$ cat config.mk
export PLATFORM = sky130hd
export DESIGN_NAME = scw_loader
export DESIGN_NICKNAME = d
export VERILOG_FILES = /design/src/rtl/scw_pkg.sv /design/src/rtl/scw_sync.sv /design/src/rtl/scw_shifter.sv /design/src/rtl/scw_regfile.sv /design/src/rtl/scw_decode.sv /design/src/rtl/scw_loader.sv
export SDC_FILE = /design/constraint.sdc
export NUM_CORES = 1
export LEC_CHECK = 0
export CORE_ASPECT_RATIO = 0.75
export CORE_MARGIN = 4
export CORE_UTILIZATION = 50
export DETAILED_ROUTE_END_ITERATION = 10
export DONT_BUFFER_PORTS = 1
export PLACE_DENSITY_LB_ADDON = 0.2
export SYNTH_ARGS = -nofsm -noshare
export SYNTH_HDL_FRONTEND = slang
export SYNTH_SLANG_ARGS = --single-unit
export TNS_END_PERCENT = 50
$ cat constraint.sdc
create_clock -name clk -period 3.5 [get_ports clk]
set_clock_uncertainty 0.2 [all_clocks]
set_input_delay 0.875 -clock clk [delete_from_list [all_inputs] [get_ports clk]]
set_output_delay 0.875 -clock clk [all_outputs]
set_load 0.05 [all_outputs]
$ cat src/rtl/scw_pkg.sv
package scw_pkg;
   localparam int ADDR_W = 2;
   localparam int NREG   = 2 ** ADDR_W;

   typedef enum logic [ADDR_W-1:0] {
      SEL_F0  = 2'd0,
      SEL_F1  = 2'd1,
      SEL_AUX = 2'd2,
      SEL_MOD = 2'd3
   } reg_sel_e;
endpackage

$ cat src/rtl/scw_sync.sv
module scw_sync #(
   parameter int WIDTH  = 4,
   parameter int STAGES = 2
) (
   input  logic             clk,
   input  logic             rst_n,
   input  logic [WIDTH-1:0] d_i,
   output logic [WIDTH-1:0] q_o
);
   generate
      if (STAGES < 2) begin : g_bad_depth
         $error("scw_sync needs at least two stages");
      end
   endgenerate

   logic [STAGES-1:0][WIDTH-1:0] chain_q;

   always_ff @(posedge clk or negedge rst_n) begin
      if (!rst_n) chain_q <= '0;
      else        chain_q <= {chain_q[STAGES-2:0], d_i};
   end

   assign q_o = chain_q[STAGES-1];
endmodule

$ cat src/rtl/scw_shifter.sv
module scw_shifter #(
   parameter int ADDR_W    = 2,
   parameter int PAYLOAD_W = 22,
   localparam int WORD_W   = ADDR_W + PAYLOAD_W,
   localparam int CNT_W    = $clog2(WORD_W + 2)
) (
   input  logic                 clk,
   input  logic                 rst_n,
   input  logic                 sck_i,
   input  logic                 sdat_i,
   input  logic                 sstb_i,
   output logic                 wr_o,
   output logic [ADDR_W-1:0]    addr_o,
   output logic [PAYLOAD_W-1:0] data_o,
   output logic [CNT_W-1:0]     cnt_o,
   output logic                 stb_rise_o
);
   localparam logic [CNT_W-1:0] FULL = CNT_W'(WORD_W);
   localparam logic [CNT_W-1:0] OVER = CNT_W'(WORD_W + 1);

   logic              sck_d, stb_d;
   logic              sck_rise;
   logic [WORD_W-1:0] shreg, commit_q;
   logic [CNT_W-1:0]  cnt_q;
   logic              wr_q;

   assign sck_rise   = sck_i & ~sck_d;
   assign stb_rise_o = sstb_i & ~stb_d;

   always_ff @(posedge clk or negedge rst_n) begin
      if (!rst_n) begin
         sck_d    <= 1'b0;
         stb_d    <= 1'b0;
         shreg    <= '0;
         commit_q <= '0;
         cnt_q    <= '0;
         wr_q     <= 1'b0;
      end else begin
         sck_d <= sck_i;
         stb_d <= sstb_i;
         if (stb_rise_o) begin
            wr_q     <= (cnt_q == FULL);
            commit_q <= shreg;
            cnt_q    <= '0;
         end else begin
            wr_q <= 1'b0;
            if (sck_rise) begin
               shreg <= {shreg[WORD_W-2:0], sdat_i};
               if (cnt_q != OVER) cnt_q <= cnt_q + 1'b1;
            end
         end
      end
   end

   assign wr_o   = wr_q;
   assign addr_o = commit_q[WORD_W-1 -: ADDR_W];
   assign data_o = commit_q[PAYLOAD_W-1:0];
   assign cnt_o  = cnt_q;
endmodule

$ cat src/rtl/scw_regfile.sv
module scw_regfile #(
   parameter int ADDR_W    = 2,
   parameter int PAYLOAD_W = 22,
   localparam int NREG     = 2 ** ADDR_W
) (
   input  logic                            clk,
   input  logic                            rst_n,
   input  logic                            wr_i,
   input  logic [ADDR_W-1:0]               addr_i,
   input  logic [PAYLOAD_W-1:0]            data_i,
   output logic [NREG-1:0][PAYLOAD_W-1:0]  regs_o
);
   generate
      for (genvar i = 0; i < NREG; i++) begin : g_reg
         logic [PAYLOAD_W-1:0] word_q;
         always_ff @(posedge clk or negedge rst_n) begin
            if (!rst_n)                                word_q <= '0;
            else if (wr_i && addr_i == ADDR_W'(i))     word_q <= data_i;
         end
         assign regs_o[i] = word_q;
      end
   endgenerate
endmodule

$ cat src/rtl/scw_decode.sv
module scw_decode #(
   parameter int ADDR_W    = 2,
   parameter int PAYLOAD_W = 22,
   parameter int CTL_W     = 13,
   parameter int DEV_LSB   = 13,
   parameter int DEV_W     = 8,
   parameter int PLL_LSB   = 15,
   parameter int PLL_W     = 6,
   localparam int NREG     = 2 ** ADDR_W
) (
   input  logic                           clk,
   input  logic                           rst_n,
   input  logic [NREG-1:0][PAYLOAD_W-1:0] regs_i,
   input  logic                           mode_i,
   output logic [PAYLOAD_W-1:0]           freq0_o,
   output logic [PAYLOAD_W-1:0]           freq1_o,
   output logic [DEV_W-1:0]               dev_o,
   output logic [PLL_W-1:0]               pll_o,
   output logic [CTL_W-1:0]               blk_o
);
   import scw_pkg::*;

   logic [PAYLOAD_W-1:0] aux_w, mod_w;
   logic                 unused_dec;

   assign aux_w      = regs_i[SEL_AUX];
   assign mod_w      = regs_i[SEL_MOD];
   assign unused_dec = ^{aux_w, mod_w};

   always_ff @(posedge clk or negedge rst_n) begin
      if (!rst_n) begin
         freq0_o <= '0;
         freq1_o <= '0;
         dev_o   <= '0;
         pll_o   <= '0;
         blk_o   <= '0;
      end else begin
         freq0_o <= regs_i[SEL_F0];
         freq1_o <= regs_i[SEL_F1];
         dev_o   <= mod_w[DEV_LSB +: DEV_W];
         pll_o   <= aux_w[PLL_LSB +: PLL_W];
         blk_o   <= mode_i ? aux_w[CTL_W-1:0] : mod_w[CTL_W-1:0];
      end
   end
endmodule

$ cat src/rtl/scw_loader.sv
module scw_loader #(
   parameter int PAYLOAD_W   = 22,
   parameter int CTL_W       = 13,
   parameter int DEV_LSB     = 13,
   parameter int DEV_W       = 8,
   parameter int PLL_LSB     = 15,
   parameter int PLL_W       = 6,
   parameter int SYNC_STAGES = 2
) (
   input  logic                 clk,
   input  logic                 rst_n,
   input  logic                 ser_clk,
   input  logic                 ser_data,
   input  logic                 ser_strobe,
   input  logic                 mode_sel,
   output logic [PAYLOAD_W-1:0] freq0_o,
   output logic [PAYLOAD_W-1:0] freq1_o,
   output logic [DEV_W-1:0]     fsk_dev_o,
   output logic [PLL_W-1:0]     pll_cfg_o,
   output logic [CTL_W-1:0]     blk_en_o
);
   localparam int ADDR_W = scw_pkg::ADDR_W;
   localparam int NREG   = scw_pkg::NREG;
   localparam int WORD_W = ADDR_W + PAYLOAD_W;
   localparam int CNT_W  = $clog2(WORD_W + 2);

   generate
      if (DEV_LSB + DEV_W > PAYLOAD_W) begin : g_bad_dev
         $error("deviation field exceeds payload");
      end
      if (PLL_LSB + PLL_W > PAYLOAD_W) begin : g_bad_pll
         $error("PLL field exceeds payload");
      end
      if (CTL_W > PAYLOAD_W) begin : g_bad_ctl
         $error("block-enable field exceeds payload");
      end
   endgenerate

   logic [3:0]                     sync_q;
   logic                           mode_s, stb_s, dat_s, sck_s;
   logic                           wr_stb, stb_rise;
   logic [ADDR_W-1:0]              wr_addr;
   logic [PAYLOAD_W-1:0]           wr_data;
   logic [CNT_W-1:0]               bit_cnt;
   logic [NREG-1:0][PAYLOAD_W-1:0] regs;

   scw_sync #(.WIDTH(4), .STAGES(SYNC_STAGES)) u_sync (
      .clk(clk), .rst_n(rst_n),
      .d_i({ser_strobe, ser_data, ser_clk, mode_sel}),
      .q_o(sync_q)
   );
   assign {stb_s, dat_s, sck_s, mode_s} = sync_q;

   scw_shifter #(.ADDR_W(ADDR_W), .PAYLOAD_W(PAYLOAD_W)) u_shift (
      .clk(clk), .rst_n(rst_n),
      .sck_i(sck_s), .sdat_i(dat_s), .sstb_i(stb_s),
      .wr_o(wr_stb), .addr_o(wr_addr), .data_o(wr_data),
      .cnt_o(bit_cnt), .stb_rise_o(stb_rise)
   );

   scw_regfile #(.ADDR_W(ADDR_W), .PAYLOAD_W(PAYLOAD_W)) u_regs (
      .clk(clk), .rst_n(rst_n),
      .wr_i(wr_stb), .addr_i(wr_addr), .data_i(wr_data),
      .regs_o(regs)
   );

   scw_decode #(
      .ADDR_W(ADDR_W), .PAYLOAD_W(PAYLOAD_W), .CTL_W(CTL_W),
      .DEV_LSB(DEV_LSB), .DEV_W(DEV_W), .PLL_LSB(PLL_LSB), .PLL_W(PLL_W)
   ) u_dec (
      .clk(clk), .rst_n(rst_n),
      .regs_i(regs), .mode_i(mode_s),
      .freq0_o(freq0_o), .freq1_o(freq1_o), .dev_o(fsk_dev_o),
      .pll_o(pll_cfg_o), .blk_o(blk_en_o)
   );
endmodule

Word-level counts from Yosys, hierarchy flattened
Cells that the tools add are included.
{"block": "word_totals", "word_cells": 42, "register_bits": 221, "out_inout_bits": 71, "inputBits": 6}
{"block": "classes", "reduce_logical": 9, "addsub": 1, "eq_ne": 5, "mux": 5, "bitwise_logic": 5}
{"operator": "two-way mux 5 bit", "n": 3}
{"operator": "two-way mux 13 bit", "n": 1}
{"operator": "adder 5 x 1 -> 5 bit (second input constant)", "n": 1}
{"operator": "equality test 5 bit (second input constant)", "n": 1}
{"operator": "inequality test 5 bit (second input constant)", "n": 1}
{"operator": "equality test 2 bit (second input constant)", "n": 2}
{"operator": "logical AND 1 bit", "n": 4}
{"operator": "AND reduction 2 bit", "n": 2}
{"operator": "nonzero test 2 bit", "n": 2}
{"operator": "NOT 1 bit", "n": 3}
{"operator": "AND 1 bit", "n": 2}
{"operator": "equality test 2 x 1 -> 1 bit (second input constant)", "n": 1}
{"operator": "logical NOT 2 bit", "n": 1}
{"operator": "two-way mux 1 bit", "n": 1}

Depth between registers and ports, before layout
Gate-level depths: netlist (run 1).
{"block": "depth", "ltp_word": 4, "depth_mapped": 5, "depth_no_buf": 5}

Hierarchy
From an unflattened synthesis (run 1), not the netlist that was laid out.
{"block": "unflattened", "cells_unflattened": 478, "hier_area_um2": 7711.1}
{"module": "scw_regfile", "seq_area_each_um2": 2202.1, "n_inst": 1, "area_per_inst_um2": 3270.6, "cells_each": 188}
{"module": "scw_shifter", "seq_area_each_um2": 1401.3, "n_inst": 1, "area_per_inst_um2": 2238.4, "cells_each": 193}
{"module": "scw_decode", "seq_area_each_um2": 1776.7, "n_inst": 1, "area_per_inst_um2": 1971.9, "cells_each": 85}
{"module": "scw_sync", "seq_area_each_um2": 200.2, "n_inst": 1, "area_per_inst_um2": 230.2, "cells_each": 12}

Worst setup path before layout (run 1)
OpenSTA, ideal clock, no wires.
{"block": "synth_timing", "path_type": "reg-to-output", "from": "register u_dec.blk_o[0]", "to": "output blk_en_o[0]", "path_buffers": 0, "path_slack_ps": 1839, "t_arrival_ps": 586, "path_stages_with_launch": 1, "t_required_ps": 2425, "path_cell_list": "dfrtp_1"}
{"element": "start, declared", "line_no": "scw_decode.sv:19", "rtl": "output logic [CTL_W-1:0] blk_o"}
{"element": "start signal, assigned", "line_no": "scw_decode.sv:42", "rtl": "blk_o <= mode_i ? aux_w[CTL_W-1:0] : mod_w[CTL_W-1:0];"}
{"element": "end, declared", "line_no": "scw_loader.sv:20", "rtl": "output logic [CTL_W-1:0] blk_en_o"}
No word-level cell between the ends.

Final worst setup path (run 1)
{"block": "layout_timing", "from": "register u_dec.freq1_o[20]", "to": "output freq1_o[20]"}
{"element": "start, declared", "line_no": "scw_decode.sv:16", "rtl": "output logic [PAYLOAD_W-1:0] freq1_o,"}
{"element": "start signal, assigned", "line_no": "scw_decode.sv:39", "rtl": "freq1_o <= regs_i[SEL_F1];"}
{"element": "end, declared", "line_no": "scw_loader.sv:17", "rtl": "output logic [PAYLOAD_W-1:0] freq1_o,"}
No word-level cell between the ends.

==> impl_metrics.toml, run 1 <==
[cells_and_area]
fin_area_mm2 = 0.00837
nets = 484
fillerInstances = 1133
drive_gt1_frac = 0.191
antenna_cells = 0
syn2layout_area_growth_pct = 11.8

[routing]
drtPass1Iterations = 4
ant_nets = 0
dr_total_vias = 3488
wire_per_inst_um = 17.3
drt-total-wl_um = 11900
drcViolationCount = 0
viasPerCell = 5.08
drt_iter0_markers = 229

[floorplan]
num_rows = 38
die_area_mm2 = 0.0170
die_w_um = 149
num_io_pins = 77
die_h_um = 114
start_util = 0.515
coreArea_mm2 = 0.0145

[grt]
grt_overflow = 0
track_usage = 0.147
grt_max_degree = 220
antenna_found_initial = 0
grt_pass1_wl_um = 20000
grt_pass1_vias = 3684

[logic_synthesis]
netlist_area_mm2 = 0.00749
synth_edf_count = 0
synth_seq_cells = 219
ys_warn_count = 0
yosys.area.top_type = "dfrtp_1"
synth_nets = 473
ys_top_cells_by_area = "dfrtp_1 73%, mux2_1 10%, mux2_2 6.6%"
synth_cell_types = 27
yosysSeqAreaShare = 0.732
synth_top_area_share = 0.732
postSynth.topFlopCell = "dfrtp_1"
synth_area_per_cell_um2 = 16.1
synth-async-reset-ratio = 1.00
synth_most_common_cell = "dfrtp_1"
synth_commonest_cells = "219 x dfrtp_1, 75 x nand2_1, 67 x mux2_1, 44 x mux2_2, 10 x mux2_4"
synth_cells = 464

[setup_path]
start_kind = "register"
end_kind = "output pin"
crit_required_ns = 2.42
cp_max_fo = 1
crit_cells = 0
crit_arrival_ns = 1.11
critical_path_class = "register to output pin"
r2r_cells = 4

[power]
leakagePower_nw = 4.42
power.total_mw = 5.18
power_density_mw_per_mm2 = 619
ir_drop_mv = 0.316

[status]
outcome = "finished, violations left"
violations = "negative hold slack"

[sta]
finalCritPeriodShare = 0.624
tightest_slew_ns = 1.07
slew_viol_final = 0
fmax_mhz = 458
relSlewSlack = 0.284
hold_viol = 219
tns_ns = 0
setup_viol = 0
min_period_ns = 2.18
holdWs_ns = -0.103
rsz0062_at_grt = "false"

[place]
port_buffers = 0
place_area_mm2 = 0.00768
dp_hpwl_um = 7140
gp_congestion = 0.726

[clocking]
cts_max_level = 1
cts_resized = 0
cts_sinks = 219
root_buffer = "clkbuf_16"
post_cts_buffers = 0
clk_pin_slew_ns = 0.06
worstSkewPairLatency_ns = 0.47
cts_made_buffers = 21
cts_buffer_depth = 3
cts_tree = "done"

[min_path]
hold_path_class = "primary input to async pin"

[job]
cap_violations = 0
[layout by cell type, fill, tap and decap left out, drive strengths merged, types with 2 or more instances in the layout]
| master | instances |
|---|---|
| nand2b | 2 |
| nor2 | 2 |
| mux2 | 121 |
| clkinv | 4 |
| ha | 3 |
| buf | 5 |
| a21oi | 4 |
| inv | 3 |
| o21ai | 4 |
| bufinv | 3 |
| clkbuf | 27 |
| or3 | 3 |
| dfrtp | 219 |
| nand3b | 3 |
| nand2 | 75 |
[metrics by stage]
| stage | util | std cells | hold WS [ns] | worst slack (ns) |
|---|---|---|---|---|
| global route | 0.575 | 686 | -0.131 | 1.28 |
| finish | 0.575 | 686 | -0.103 | 1.32 |
| global placement | 0.528 | 652 | 0.137 | 1.49 |
| floorplan | - | 464 | 0.131 | 1.84 |
| detailed placement | 0.528 | 652 | 0.135 | 1.42 |
| CTS | 0.575 | 686 | -0.129 | 1.28 |
[layer usage]
metal | vias to the layer above | part of all wire | wire length, µm | global-route usage
li1 | 1583 | - | - | -
met1 | 1817 | 0.47 | 5570 | 0.214
met2 | 67 | 0.47 | 5520 | 0.230
met3 | 21 | 0.046 | 542 | 0.0338
met4 | 0 | 0.018 | 219 | 0.0360
met5 | - | 0 | 0 | 0
[registers in the layout (all words and copies together) (netlist names), 4 cells and up]
name,count
u_regs.g.word_q,84
u_shift.commit_q,24
u_shift.shreg,24
u_dec.freq0_o,22
u_dec.freq1_o,22
u_dec.blk_o,13
u_dec.dev_o,8
u_dec.pll_o,6
u_shift.cnt_o,5
u_sync.chain_q,4
u_sync.q_o,4
[power breakdown]
group	leakage (nW)	switching [mW]	internal [mW]
combinational	1.07	0.0666	0.0848
sequential	3.01	0.131	2.66
clock	0.342	0.864	1.38
[cell type report]
class / instances / area [µm²] / share of cell area
Sequential cell: 219 / 5480 / 0.655
Tap cell: 200 / 250 / 0.0299
Clock buffer: 27 / 578 / 0.0691
Inverter: 3 / 11.3 / 0.00135
Timing Repair Buffer: 5 / 37.5 / 0.00448
Multi-Input combinational cell: 225 / 1900 / 0.227
Clock inverter: 7 / 110 / 0.0132
[path summary, 6_finish.rpt]
path / start / to / slack, ns
max reg2reg: u_sync.q_o[3]$_DFF_PN0_ / u_shift.shreg[11]$_DFFE_PN0P_ / 1.40
max: u_dec.freq1_o[20]$_DFF_PN0_ / freq1_o[20] / 1.32
max in group asynchronous: rst_n / u_regs.g_reg[2].word_q[2]$_DFFE_PN0P_ / 2.95
min: rst_n / u_dec.freq0_o[8]$_DFF_PN0_ / -0.10
min in group clk: u_sync.chain_q[2]$_DFF_PN0_ / u_sync.q_o[2]$_DFF_PN0_ / 0.15
min reg2reg: u_sync.chain_q[2]$_DFF_PN0_ / u_sync.q_o[2]$_DFF_PN0_ / 0.15
[logic make-up (layout without fill, tap and decap cells)]
family          after synthesis  in the layout  synth area share
flops                       219            219             0.732
mux                         121            121             0.187
simple gates                 91             91            0.0540
buf+inv                      20             42            0.0150
compound gates               10             10           0.00735
fa+ha+maj                     3              3           0.00501
No activity file was read; power rests on OpenSTA's default activity.
==> run 2: changes to the inputs <==
clock period = 2.2 ns   (was 3.5 ns; I/O delays follow)
==> impl_metrics.toml, run 2 (same netlist as run 1, synthesis figures left out) <==
[cells_and_area]
largest-register = "u_regs.g.word_q"
nets = 495
antenna_cells = 0
largestRegisters = "u_regs.g.word_q: 84 flops, u_shift.commit_q: 24 flops, u_shift.shreg: 24 flops"
syn2layout_area_growth_pct = 13.3
fin_area_mm2 = 0.00848
multi_input_area_mm2 = 0.00190
fillerInstances = 1137
drive_gt1_frac = 0.203
mostFrequentLayoutCells = "219 x dfrtp_1, 75 x nand2_1, 67 x mux2_1"
mostFrequentLayoutCell = "dfrtp_1"
regArea_mm2 = 0.00548
largest_register_ffs = 84
final_util = 0.583

[grt]
grt_pass1_vias = 3749
grt_overflow = 0
grt_max_degree = 220
antenna_found_initial = 0
track_usage = 0.147
grt_pass1_wl_um = 19900

[routing]
drt-total-wl_um = 12200
drcViolationCount = 0
ant_nets = 0
dr_total_vias = 3554
drt_iter0_markers = 120
wire_per_inst_um = 17.5
drtPass1Iterations = 4
viasPerCell = 5.10

[setup_path]
regToRegSetupSlack_ns = 0.42
regToRegStartpoint = "u_sync.q_o[3]$_DFF_PN0_"
crit_start = "u_dec.pll_o[0]$_DFF_PN0_"
start_kind = "register"
crit_required_ns = 1.45
critical_path_class = "register to output pin"
crit_arrival_ns = 1.14
end_kind = "output pin"
cp_max_fo = 1

[sta]
slew_viol_final = 0
rsz0062_at_grt = "false"
tns_ns = 0
hold_viol = 219
holdWs_ns = -0.457
tightest_slew_ns = 0.643
finalCritPeriodShare = 0.861
relSlewSlack = 0.571
min_period_ns = 1.89
fmax_mhz = 528
setup_viol = 0

[clocking]
clk_pin_slew_ns = 0.07
cts_sinks = 219
cts_resized = 0
cts_max_level = 1
cts_made_buffers = 21
cts_hold_buffers = 4
root_buffer = "clkbuf_16"
post_cts_buffers = 0
worstSkewPairLatency_ns = 0.50
cts_buffer_depth = 3
cts_tree = "done"

[floorplan]
die_h_um = 114
die_w_um = 149
start_util = 0.515
coreArea_mm2 = 0.0145
num_rows = 38
num_io_pins = 77
die_area_mm2 = 0.0170

[status]
violations = "negative hold slack"
outcome = "finished, violations left"

[power]
ir_drop_mv = 0.763
leakagePower_nw = 4.47
power_density_mw_per_mm2 = 979

[place]
port_buffers = 0
place_area_mm2 = 0.00775
dp_hpwl_um = 7490
gp_congestion = 0.695

[min_path]
hold_path_class = "primary input to async pin"

[job]
cap_violations = 0
run 2: changes by cell type in the layout (fill, tap and decap cells not counted), sizes merged:
cell | before | now
buf | 5 | 12
clkbuf | 27 | 26
dlygate4sd3 | 0 | 4
inv | 3 | 4
run 2: routing by layer:
metal  track usage  vias up  part of all wire
li1              -     1608                 -
met1         0.205     1866              0.47
met2         0.235       62              0.47
met3        0.0346       18             0.044
met4        0.0402        0             0.017
met5             0        -                 0
run 2: final timing paths:
path | cells after the start | endpoint
setup / recovery | 0 | pll_cfg_o[0]
hold / removal | 0 | u_dec.freq0_o[11]$_DFF_PN0_
setup reg to reg | 4 | u_shift.shreg[12]$_DFFE_PN0P_
hold reg to reg | 0 | u_sync.q_o[1]$_DFF_PN0_
max in group asynchronous | 0 | u_regs.g_reg[0].word_q[1]$_DFFE_PN0P_
min in group clk | 0 | u_sync.q_o[1]$_DFF_PN0_
run 2: report_power, final:
| part | internal, mW | switching [mW] | total (mW) |
|---|---|---|---|
| Combinational | 0.146 | 0.109 | 0.255 |
| Clock | 2.20 | 1.42 | 3.62 |
| Sequential | 4.23 | 0.202 | 4.43 |
run 2: cell type report:
class	count	area share
sequential	219	0.646
clock buffer	26	0.0677
tap	200	0.0295
multi-input combinational	225	0.224
clock inverter	8	0.0145
inverter	3	0.00133
timing repair buffer	16	0.0168
run 2: per-stage QoR:
step           instances  worst slack, ns  power (mW)
6_report             697            0.307        8.31
2_1_floorplan        464            0.603        4.64
5_1_grt              697            0.264        8.65
3_5_place_dp         659            0.422        4.76
4_1_cts              697            0.284        8.41
3_3_place_gp         659            0.470        4.73
==> run 3: changes to the inputs <==
--- a/config.mk
+++ b/config.mk
@@ -10,2 +10,4 @@
 export CORE_UTILIZATION = 50
+export CTS_BUF_LIST = sky130_fd_sc_hd__clkbuf_16
+export CTS_CLUSTER_DIAMETER = 150
 export DETAILED_ROUTE_END_ITERATION = 10
--- a/constraint.sdc
+++ b/constraint.sdc
@@ -4,2 +4,2 @@
 set_output_delay 0.55 -clock clk [all_outputs]
-set_load 0.05 [all_outputs]
+set_load 0.02 [all_outputs]
==> impl_metrics.toml, run 3 (same netlist as run 1, synthesis figures left out) <==
[clocking]
cts_buffer_depth = 3
worstSkewPairLatency_ns = 0.50
cts_tree = "done"
cts_max_level = 1
cts_sinks = 219
cts_hold_buffers = 4
cts_made_buffers = 21
root_buffer = "clkbuf_16"
cts_resized = 0
clk_pin_slew_ns = 0.06
post_cts_buffers = 0

[routing]
viasPerCell = 5.08
drt-total-wl_um = 12100
drcViolationCount = 0
ant_nets = 0
drtPass1Iterations = 4
drt_iter0_markers = 118
dr_total_vias = 3544
wire_per_inst_um = 17.3

[cells_and_area]
fillerInstances = 1143
largestRegisters = "u_regs.g.word_q: 84 flops, u_shift.commit_q: 24 flops, u_shift.shreg: 24 flops"
syn2layout_area_growth_pct = 12.9
fin_area_mm2 = 0.00845
mostFrequentLayoutCell = "dfrtp_1"
largest_register_ffs = 84
nets = 495
final_util = 0.581
mostFrequentLayoutCells = "219 x dfrtp_1, 75 x nand2_1, 67 x mux2_1"
fin_cells = 697
antenna_cells = 0
multi_input_area_mm2 = 0.00190
drive_gt1_frac = 0.197
largest-register = "u_regs.g.word_q"
regArea_mm2 = 0.00548

[floorplan]
die_w_um = 149
num_io_pins = 77
die_h_um = 114
start_util = 0.515
num_rows = 38
die_area_mm2 = 0.0170
coreArea_mm2 = 0.0145

[place]
place_area_mm2 = 0.00775
dp_hpwl_um = 7490
pre_cts_slack_ns = 0.422
gp_congestion = 0.695
dpl.cell_count = 659
port_buffers = 0

[sta]
tightest_slew_ns = 0.639
fin_ws_ns = 0.414
fmax_mhz = 560
hold_viol = 219
setup_viol = 0
relSlewSlack = 0.574
rsz0062_at_grt = "false"
slew_viol_final = 0
min_period_ns = 1.79
tns_ns = 0
holdWs_ns = -0.450
finalCritPeriodShare = 0.812

[setup_path]
start_kind = "register"
r2r_cells = 4
crit_required_ns = 2.38
r2r_end = "u_shift.shreg[16]$_DFFE_PN0P_"
regToRegStartpoint = "u_shift.sck_d$_DFF_PN0_"
crit_arrival_ns = 1.97
regToRegSetupSlack_ns = 0.41
end_kind = "register"
cp_max_fo = 14
critical_path_class = "register to register"

[power]
ir_drop_mv = 0.762
power_density_mw_per_mm2 = 966
leakagePower_nw = 4.47
power.total_mw = 8.16

[grt]
grt_pass1_vias = 3741
grt_max_degree = 220
track_usage = 0.146
grt_pass1_wl_um = 19800
grt_overflow = 0
antenna_found_initial = 0

[status]
violations = "negative hold slack"
outcome = "finished, violations left"

[job]
cap_violations = 0

[min_path]
hold_path_class = "primary input to async pin"
## run 3: cell types whose count changed in the layout (fill, tap and decap cells not counted), sizes merged
| cell | delta |
|---|---|
| inv | +2 |
| clkinv | +3 |
| clkbuf | -5 |
## run 3: per-layer routing
metal	GRT usage	vias to the layer above	routed length [µm]
met5	0	-	0
met4	0.0378	0	168
met3	0.0361	16	628
met2	0.232	70	5720
met1	0.205	1854	5540
li1	-	1604	-
## run 3: cell type report
| type | instances | share of cell area |
|---|---|---|
| Clock buffer | 21 | 0.0622 |
| Clock inverter | 13 | 0.0167 |
| Inverter | 3 | 0.00133 |
| Multi-Input combinational cell | 225 | 0.225 |
| Sequential cell | 219 | 0.648 |
| Tap cell | 200 | 0.0296 |
| Timing Repair Buffer | 16 | 0.0169 |
## run 3: power breakdown
group / switching [mW] / internal (mW)
sequential: 0.202 / 4.23
clock: 1.39 / 2.08
combinational: 0.108 / 0.146
total: 1.71 / 6.46
## run 3: worst max-delay path by stage
stage                                  from                       endpoint  slack (ns)  cells past startpoint
4_1_cts             u_sync.q_o[3]$_DFF_PN0_  u_shift.shreg[16]$_DFFE_PN0P_        0.40                      4
3_5_place_dp        u_sync.q_o[3]$_DFF_PN0_  u_shift.shreg[16]$_DFFE_PN0P_        0.42                      4
2_1_floorplan  u_shift.cnt_o[0]$_DFFE_PN0P_   u_shift.cnt_o[2]$_DFFE_PN0P_        0.60                      4
3_3_place_gp        u_sync.q_o[3]$_DFF_PN0_  u_shift.shreg[16]$_DFFE_PN0P_        0.47                      4
6_report            u_shift.sck_d$_DFF_PN0_  u_shift.shreg[16]$_DFFE_PN0P_        0.41                      4
5_1_grt             u_shift.sck_d$_DFF_PN0_  u_shift.shreg[16]$_DFFE_PN0P_        0.34                      4
## run 3: worst max-delay path, stage by stage (launching register included)
cell,delay [ns]
dfrtp_1,0.36
nand2b_2,0.24
nor2_4,0.33
buf_12,0.20
mux2_2,0.34
